[config.mk]
export PLATFORM = sky130hd
export DESIGN_NAME = pmac_unit
export DESIGN_NICKNAME = d
export VERILOG_FILES = /design/src/rtl/pmac_pkg.sv /design/src/rtl/pmac_decode.sv /design/src/rtl/pmac_lane.sv /design/src/rtl/pmac_unit.sv
export SDC_FILE = /design/constraint.sdc
export NUM_CORES = 2
export LEC_CHECK = 0
export BUFFER_PORTS_ARGS = -buffer_cell sky130_fd_sc_hd__buf_2
export CAP_MARGIN = 20
export CORE_ASPECT_RATIO = 1.75
export CORE_MARGIN = 1.5
export CORE_UTILIZATION = 60
export CTS_CLUSTER_SIZE = 12
export DETAILED_ROUTE_END_ITERATION = 12
export PLACE_DENSITY = 0.78
export SLEW_MARGIN = 5
export SYNTH_ARGS = -nofsm -noshare
export SYNTH_HDL_FRONTEND = slang
export SYNTH_HIERARCHICAL = 1
export SYNTH_SLANG_ARGS = --single-unit
export TNS_END_PERCENT = 10
[constraint.sdc]
create_clock -name clk -period 14.69 [get_ports clk]
set_clock_uncertainty 0.05 [all_clocks]
set_input_delay 0.7345 -clock clk [delete_from_list [all_inputs] [get_ports clk]]
set_output_delay 0.7345 -clock clk [all_outputs]
set_load 0.01 [all_outputs]
[src/rtl/pmac_pkg.sv]
package pmac_pkg;

    // Which halves feed a product: first letter = half of a, second = half of b
    typedef enum logic [1:0] {
        PR_BB = 2'd0,
        PR_BT = 2'd1,
        PR_TB = 2'd2,
        PR_TT = 2'd3
    } pair_e;

    typedef struct packed {
        logic  legal;
        pair_e sel1;
        logic  neg1;
        logic  use2;
        pair_e sel2;
        logic  neg2;
    } op_ctrl_t;

    localparam logic [6:0] FN_ADD_BB    = 7'b0101101;
    localparam logic [6:0] FN_ADD_BT    = 7'b0110101;
    localparam logic [6:0] FN_ADD_TT    = 7'b0111101;
    localparam logic [6:0] FN_ADD_SUM   = 7'b0100100;
    localparam logic [6:0] FN_ADD_XSUM  = 7'b0100101;
    localparam logic [6:0] FN_ADD_TMB   = 7'b0101110;
    localparam logic [6:0] FN_ADD_BMT   = 7'b0110110;
    localparam logic [6:0] FN_ADD_XDIF  = 7'b0111110;
    localparam logic [6:0] FN_SUB_SUM   = 7'b0100110;
    localparam logic [6:0] FN_SUB_XSUM  = 7'b0100111;

endpackage

[src/rtl/pmac_decode.sv]
module pmac_decode
    import pmac_pkg::*;
(
    input  logic [6:0] func_i,
    output op_ctrl_t   ctrl_o
);

    always_comb begin
        ctrl_o = '{legal: 1'b1, sel1: PR_BB, neg1: 1'b0,
                   use2: 1'b0, sel2: PR_TT, neg2: 1'b0};
        case (func_i)
            FN_ADD_BB:   ctrl_o.sel1 = PR_BB;
            FN_ADD_BT:   ctrl_o.sel1 = PR_BT;
            FN_ADD_TT:   ctrl_o.sel1 = PR_TT;
            FN_ADD_SUM:  ctrl_o.use2 = 1'b1;
            FN_ADD_XSUM: begin
                ctrl_o.sel1 = PR_TB;
                ctrl_o.sel2 = PR_BT;
                ctrl_o.use2 = 1'b1;
            end
            FN_ADD_TMB: begin
                ctrl_o.sel1 = PR_TT;
                ctrl_o.sel2 = PR_BB;
                ctrl_o.use2 = 1'b1;
                ctrl_o.neg2 = 1'b1;
            end
            FN_ADD_BMT: begin
                ctrl_o.use2 = 1'b1;
                ctrl_o.neg2 = 1'b1;
            end
            FN_ADD_XDIF: begin
                ctrl_o.sel1 = PR_TB;
                ctrl_o.sel2 = PR_BT;
                ctrl_o.use2 = 1'b1;
                ctrl_o.neg2 = 1'b1;
            end
            FN_SUB_SUM: begin
                ctrl_o.neg1 = 1'b1;
                ctrl_o.use2 = 1'b1;
                ctrl_o.neg2 = 1'b1;
            end
            FN_SUB_XSUM: begin
                ctrl_o.sel1 = PR_TB;
                ctrl_o.sel2 = PR_BT;
                ctrl_o.neg1 = 1'b1;
                ctrl_o.use2 = 1'b1;
                ctrl_o.neg2 = 1'b1;
            end
            default:     ctrl_o.legal = 1'b0;
        endcase
    end

endmodule

[src/rtl/pmac_lane.sv]
module pmac_lane
    import pmac_pkg::*;
#(
    parameter int LW = 32
) (
    input  logic [LW-1:0] a_i,
    input  logic [LW-1:0] b_i,
    input  logic [LW-1:0] c_i,
    input  pair_e         sel1_i,
    input  logic          neg1_i,
    input  logic          use2_i,
    input  pair_e         sel2_i,
    input  logic          neg2_i,
    output logic [LW-1:0] res_o,
    output logic          clamp_o
);

    localparam int HW = LW / 2;
    localparam int SW = LW + 2;
    localparam logic signed [SW-1:0] MAX_S = $signed({3'b000, {(LW-1){1'b1}}});
    localparam logic signed [SW-1:0] MIN_S = $signed({3'b111, {(LW-1){1'b0}}});

    logic signed [HW-1:0] x1, y1, x2, y2;
    logic signed [LW-1:0] prod1, prod2;
    logic signed [SW-1:0] term1, term2, sum;

    // Operand halves are steered into two multipliers per lane
    always_comb begin
        x1 = sel1_i[1] ? a_i[LW-1:HW] : a_i[HW-1:0];
        y1 = sel1_i[0] ? b_i[LW-1:HW] : b_i[HW-1:0];
        x2 = sel2_i[1] ? a_i[LW-1:HW] : a_i[HW-1:0];
        y2 = sel2_i[0] ? b_i[LW-1:HW] : b_i[HW-1:0];
    end

    assign prod1 = x1 * y1;
    assign prod2 = x2 * y2;

    always_comb begin
        term1 = SW'(prod1);
        term2 = use2_i ? SW'(prod2) : '0;
        if (neg1_i) term1 = -term1;
        if (neg2_i) term2 = -term2;
        sum = $signed({{2{c_i[LW-1]}}, c_i}) + term1 + term2;
        clamp_o = 1'b0;
        res_o   = sum[LW-1:0];
        if (sum > MAX_S) begin
            res_o   = MAX_S[LW-1:0];
            clamp_o = 1'b1;
        end else if (sum < MIN_S) begin
            res_o   = MIN_S[LW-1:0];
            clamp_o = 1'b1;
        end
    end

endmodule

[src/rtl/pmac_unit.sv]
module pmac_unit
    import pmac_pkg::*;
#(
    parameter int XLEN = 64
) (
    input  logic            clk,
    input  logic            rst_n,
    input  logic            valid_in,
    input  logic [6:0]      func_in,
    input  logic [XLEN-1:0] op_a,
    input  logic [XLEN-1:0] op_b,
    input  logic [XLEN-1:0] acc_in,
    input  logic            sat_clear,
    output logic            valid_out,
    output logic [XLEN-1:0] result_out,
    output logic            sat_flag,
    output logic            illegal_out
);

    localparam int LANE_W = 32;
    localparam int LANES  = XLEN / LANE_W;

    typedef struct packed {
        logic            vld;
        logic [XLEN-1:0] res;
        logic            sat;
        logic            ill;
    } state_t;

    op_ctrl_t        ctrl;
    logic [XLEN-1:0] lane_res;
    logic [LANES-1:0] lane_clamp;
    state_t          st_d, st_q;

    pmac_decode u_dec (
        .func_i (func_in),
        .ctrl_o (ctrl)
    );

    for (genvar g = 0; g < LANES; g++) begin : g_lane
        pmac_lane #(.LW(LANE_W)) u_lane (
            .a_i     (op_a  [g*LANE_W +: LANE_W]),
            .b_i     (op_b  [g*LANE_W +: LANE_W]),
            .c_i     (acc_in[g*LANE_W +: LANE_W]),
            .sel1_i  (ctrl.sel1),
            .neg1_i  (ctrl.neg1),
            .use2_i  (ctrl.use2),
            .sel2_i  (ctrl.sel2),
            .neg2_i  (ctrl.neg2),
            .res_o   (lane_res[g*LANE_W +: LANE_W]),
            .clamp_o (lane_clamp[g])
        );
    end

    always_comb begin
        st_d     = st_q;
        st_d.vld = valid_in;
        if (sat_clear) st_d.sat = 1'b0;
        if (valid_in) begin
            if (ctrl.legal) begin
                st_d.res = lane_res;
                st_d.ill = 1'b0;
                if (|lane_clamp) st_d.sat = 1'b1;
            end else begin
                st_d.res = '0;
                st_d.ill = 1'b1;
            end
        end
    end

    always_ff @(posedge clk) begin
        if (!rst_n) st_q <= '0;
        else        st_q <= st_d;
    end

    assign valid_out   = st_q.vld;
    assign result_out  = st_q.res;
    assign sat_flag    = st_q.sat;
    assign illegal_out = st_q.ill;

    // result follows a request by one cycle
    p_latency_r1: assert property (@(posedge clk) disable iff (!rst_n)
        valid_in |=> valid_out);

    // idle cycles produce no valid and keep the result
    p_idle_hold_r1: assert property (@(posedge clk) disable iff (!rst_n)
        !valid_in |=> (!valid_out && $stable(result_out)));

    // a lane clamp on a legal request shows on the flag
    p_clamp_sets_r6: assert property (@(posedge clk) disable iff (!rst_n)
        (valid_in && ctrl.legal && (|lane_clamp)) |=> sat_flag);

    // the flag is sticky without a clear
    p_sticky_r9: assert property (@(posedge clk) disable iff (!rst_n)
        (sat_flag && !sat_clear) |=> sat_flag);

    // a clear with no request empties the flag
    p_clear_r9: assert property (@(posedge clk) disable iff (!rst_n)
        (sat_clear && !valid_in) |=> !sat_flag);

    // unsupported code returns zero and flags illegal
    p_illegal_zero_r10: assert property (@(posedge clk) disable iff (!rst_n)
        (valid_in && !ctrl.legal) |=> (illegal_out && result_out == '0));

    // unsupported code leaves the flag alone
    p_illegal_flag_r10: assert property (@(posedge clk) disable iff (!rst_n)
        (valid_in && !ctrl.legal && !sat_clear) |=> $stable(sat_flag));

endmodule

==> flow_metrics.py <==
metrics = {
    "synthesis": {
        "ys_seq_area_frac": 0.0248,
        "synth_nets": 8037,
        "synth_common_cells": "inv_1, fa_1, nor2_1",
        "synth_edf_count": 0,
        "async_reset_ff_frac": 0,
        "syn_area_per_cell_um2": 8.56,
        "yosysWarnings": 6,
        "synthesis.area_um2": 54100,
        "synth_most_common_cell": "inv_1",
        "yosysTopAreaCellShare": 0.413,
        "ys_ff_latch": 67,
        "synth_top_cell_by_area": "fa_1",
        "synth_cells": 6322,
        "synthTopCellsByArea": "fa_1, inv_1, ha_1",
        "synth_cell_types": 114,
        "ys.flop_type": "dfxtp_1",
    },
    "setup_path": {
        "cpMostUsedCell": "fa_1",
        "worst-path-max-fanout": 31,
        "arrival_ns": 14.12,
        "regToRegSetupSlack_ns": 13.88,
        "r2r_end": "result_out[62]$_SDFFE_PN0P_",
        "crit_slowest_cell": "mux2i_1",
        "worstSetupPathType": "input pin to flip-flop",
        "critical-path-top-delay-family": "adder cells",
        "cp-end-kind": "flip-flop",
        "rr_worst_depth": 2,
        "worstReg2RegStart": "result_out[62]$_SDFFE_PN0P_",
        "slowest_delay_ns": 0.97,
        "worst-path-buf-inv": 6,
        "critPathLaunchType": "input pin",
        "required_ns": 14.91,
    },
    "cts": {
        "root_buffer": "clkbuf_16",
        "cts.sinks": 67,
        "numCtsBuffers": 9,
        "cts_resized": 0,
        "htreeDepth": 3,
        "cts_setup_buffers": 0,
        "cts_buffer_depth": 2,
        "ctsHoldBuffers": 0,
        "tritoncts": "done",
        "cts.reportedPaths.clkPinSlew_ns": 0.06,
        "worstSkewPairLatency_ns": 0.34,
    },
    "placement": {
        "place_inst": 7706,
        "gp_congestion": 1.20,
        "dp_slack_ns": 0.832,
        "port-buffer-count": 269,
        "placed_area_um2": 57100,
        "dp_hpwl_mm": 184,
    },
    "die": {
        "die_width_um": 230,
        "coreArea_um2": 89300,
        "start_util": 0.606,
        "std_cell_rows": 145,
        "die_h_um": 400,
        "dieArea_um2": 92000,
        "io_pins": 270,
    },
    "sta": {
        "fin_crit_sh": 0.946,
        "fin_ws_ns": 0.793,
        "setup_violations": 0,
        "maxSlewHeadroom": 0.162,
        "fin_crit_ns": 13.90,
        "report.final.slew_viol_count": 0,
        "rsz0062_at_grt": "no",
        "max_freq_ghz": 0.0720,
        "finalHoldViolCount": 0,
        "fin_tns_setup_ns": 0,
        "worstMarginPinSlew_ns": 1.22,
    },
    "final_layout": {
        "fin_area_um2": 57400,
        "synthToLayoutAreaGrowth_pct": 6.19,
        "fill_cells": 7725,
        "layout.cells.non_filler": 7726,
        "finalNetCount": 8259,
        "drive_gt1_frac": 0.104,
    },
    "grt": {
        "grt_max_degree": 133,
        "grt_pass1_vias": 51900,
        "overflow": 0,
        "grt_pass1_wl_mm": 320,
        "grt_usage": 0.480,
        "antenna_found_initial": 9,
    },
    "hold_path": {
        "hp-class": "flip-flop to flip-flop",
        "hold_path_end": "result_out[63]$_SDFFE_PN0P_",
        "hold_depth": 2,
        "min_from": "result_out[63]$_SDFFE_PN0P_",
    },
    "drt": {
        "firstDrtPassIters": 6,
        "post_drt_wl_per_cell_um": 28.0,
        "vias_per_cell": 6.16,
        "route.detailed.drc": 0,
        "via_count": 47600,
        "drt-total-wl_mm": 216,
        "ant_nets": 0,
        "drtIter0Drc": 3784,
    },
    "job": {
        "cap_violations": 0,
    },
    "run_status": {
        "status": "finished, final reports clean",
    },
}
worst max path at each step:
| stage | startpoint | end | cells after the start |
|---|---|---|---|
| 3_5_place_dp | func_in[0] | result_out[52]$_SDFFE_PN0P_ | 42 |
| 5_1_grt | func_in[0] | result_out[0]$_SDFFE_PN0P_ | 41 |
| 2_1_floorplan | func_in[4] | result_out[10]$_SDFFE_PN0P_ | 46 |
| 6_report | func_in[0] | result_out[0]$_SDFFE_PN0P_ | 41 |
| 4_1_cts | func_in[0] | result_out[52]$_SDFFE_PN0P_ | 42 |
| 3_3_place_gp | func_in[0] | result_out[52]$_SDFFE_PN0P_ | 42 |
registers in the layout, summed over array words and instances, names as in the netlist:
| signal | count |
|---|---|
| illegal_out | 1 |
| result_out | 64 |
| sat_flag | 1 |
| valid_out | 1 |
cell type report:
class | count | area [um^2] | share of cell area
clock inverters | 5 | 37.5 | 0.000654
well taps | 1176 | 1470 | 0.0256
diodes | 1 | 2.50 | 0.0000436
multi-input cells | 4709 | 46900 | 0.817
repair buffers | 392 | 2280 | 0.0398
clock buffers | 11 | 243 | 0.00423
inverters | 1365 | 5120 | 0.0892
flip-flops and latches | 67 | 1340 | 0.0234
metrics by stage:
step	util	hold slack, ns
6_report	0.643	0.419
5_1_grt	0.643	0.436
4_1_cts	0.643	0.421
3_5_place_dp	0.640	0.412
3_3_place_gp	0.640	0.403
2_1_floorplan	-	0.438
cell families (layout without fill, tap and decap cells):
| logic type | Yosys count | after routing | share of synthesized area |
|---|---|---|---|
| compound gates | 842 | 842 | 0.113 |
| xor+xnor | 301 | 301 | 0.0493 |
| fa+ha+maj | 1512 | 1512 | 0.505 |
| buf+inv | 1546 | 1773 | 0.111 |
| flops | 67 | 67 | 0.0248 |
| mux | 246 | 246 | 0.0482 |
| other cells | 0 | 1 | 0 |
| simple gates | 1808 | 1808 | 0.149 |
worst reg2reg max path: cells and delay by family (launching register included):
family,cells,cell delay [ns]
flops,1,0.48
compound gates,1,0.12
simple gates,1,0.09
cell usage in the layout (no fill, tap or decap), drive strengths merged, types with 29 or more instances in the layout:
cell type / synthesis / layout
xor2: 99 / 99
nor3: 43 / 43
nor2: 687 / 687
a31oi: 29 / 29
a21boi: 77 / 77
a211oi: 40 / 40
o21ai: 164 / 164
fa: 1116 / 1116
a21o: 95 / 95
a21oi: 167 / 167
dfxtp: 67 / 67
mux2i: 135 / 135
inv: 1363 / 1364
buf: 50 / 392
nand2b: 115 / 115
nand2: 620 / 620
xnor2: 201 / 201
o211ai: 33 / 33
nand3: 118 / 118
o32ai: 36 / 36
mux2: 111 / 111
o31ai: 30 / 30
o21a: 36 / 36
or2: 41 / 41
ha: 396 / 396
per-layer routing:
metal / GRT usage / vias up / wire [um]
met5: 0 / - / 49
met4: 0.622 / 8 / 35900
met3: 0.103 / 1361 / 16300
met2: 0.830 / 2651 / 106000
met1: 0.409 / 23300 / 58500
li1: - / 20200 / -
Power is not shown: default switching activity piles up to over one toggle a cycle in this logic, so the estimate is an artifact.
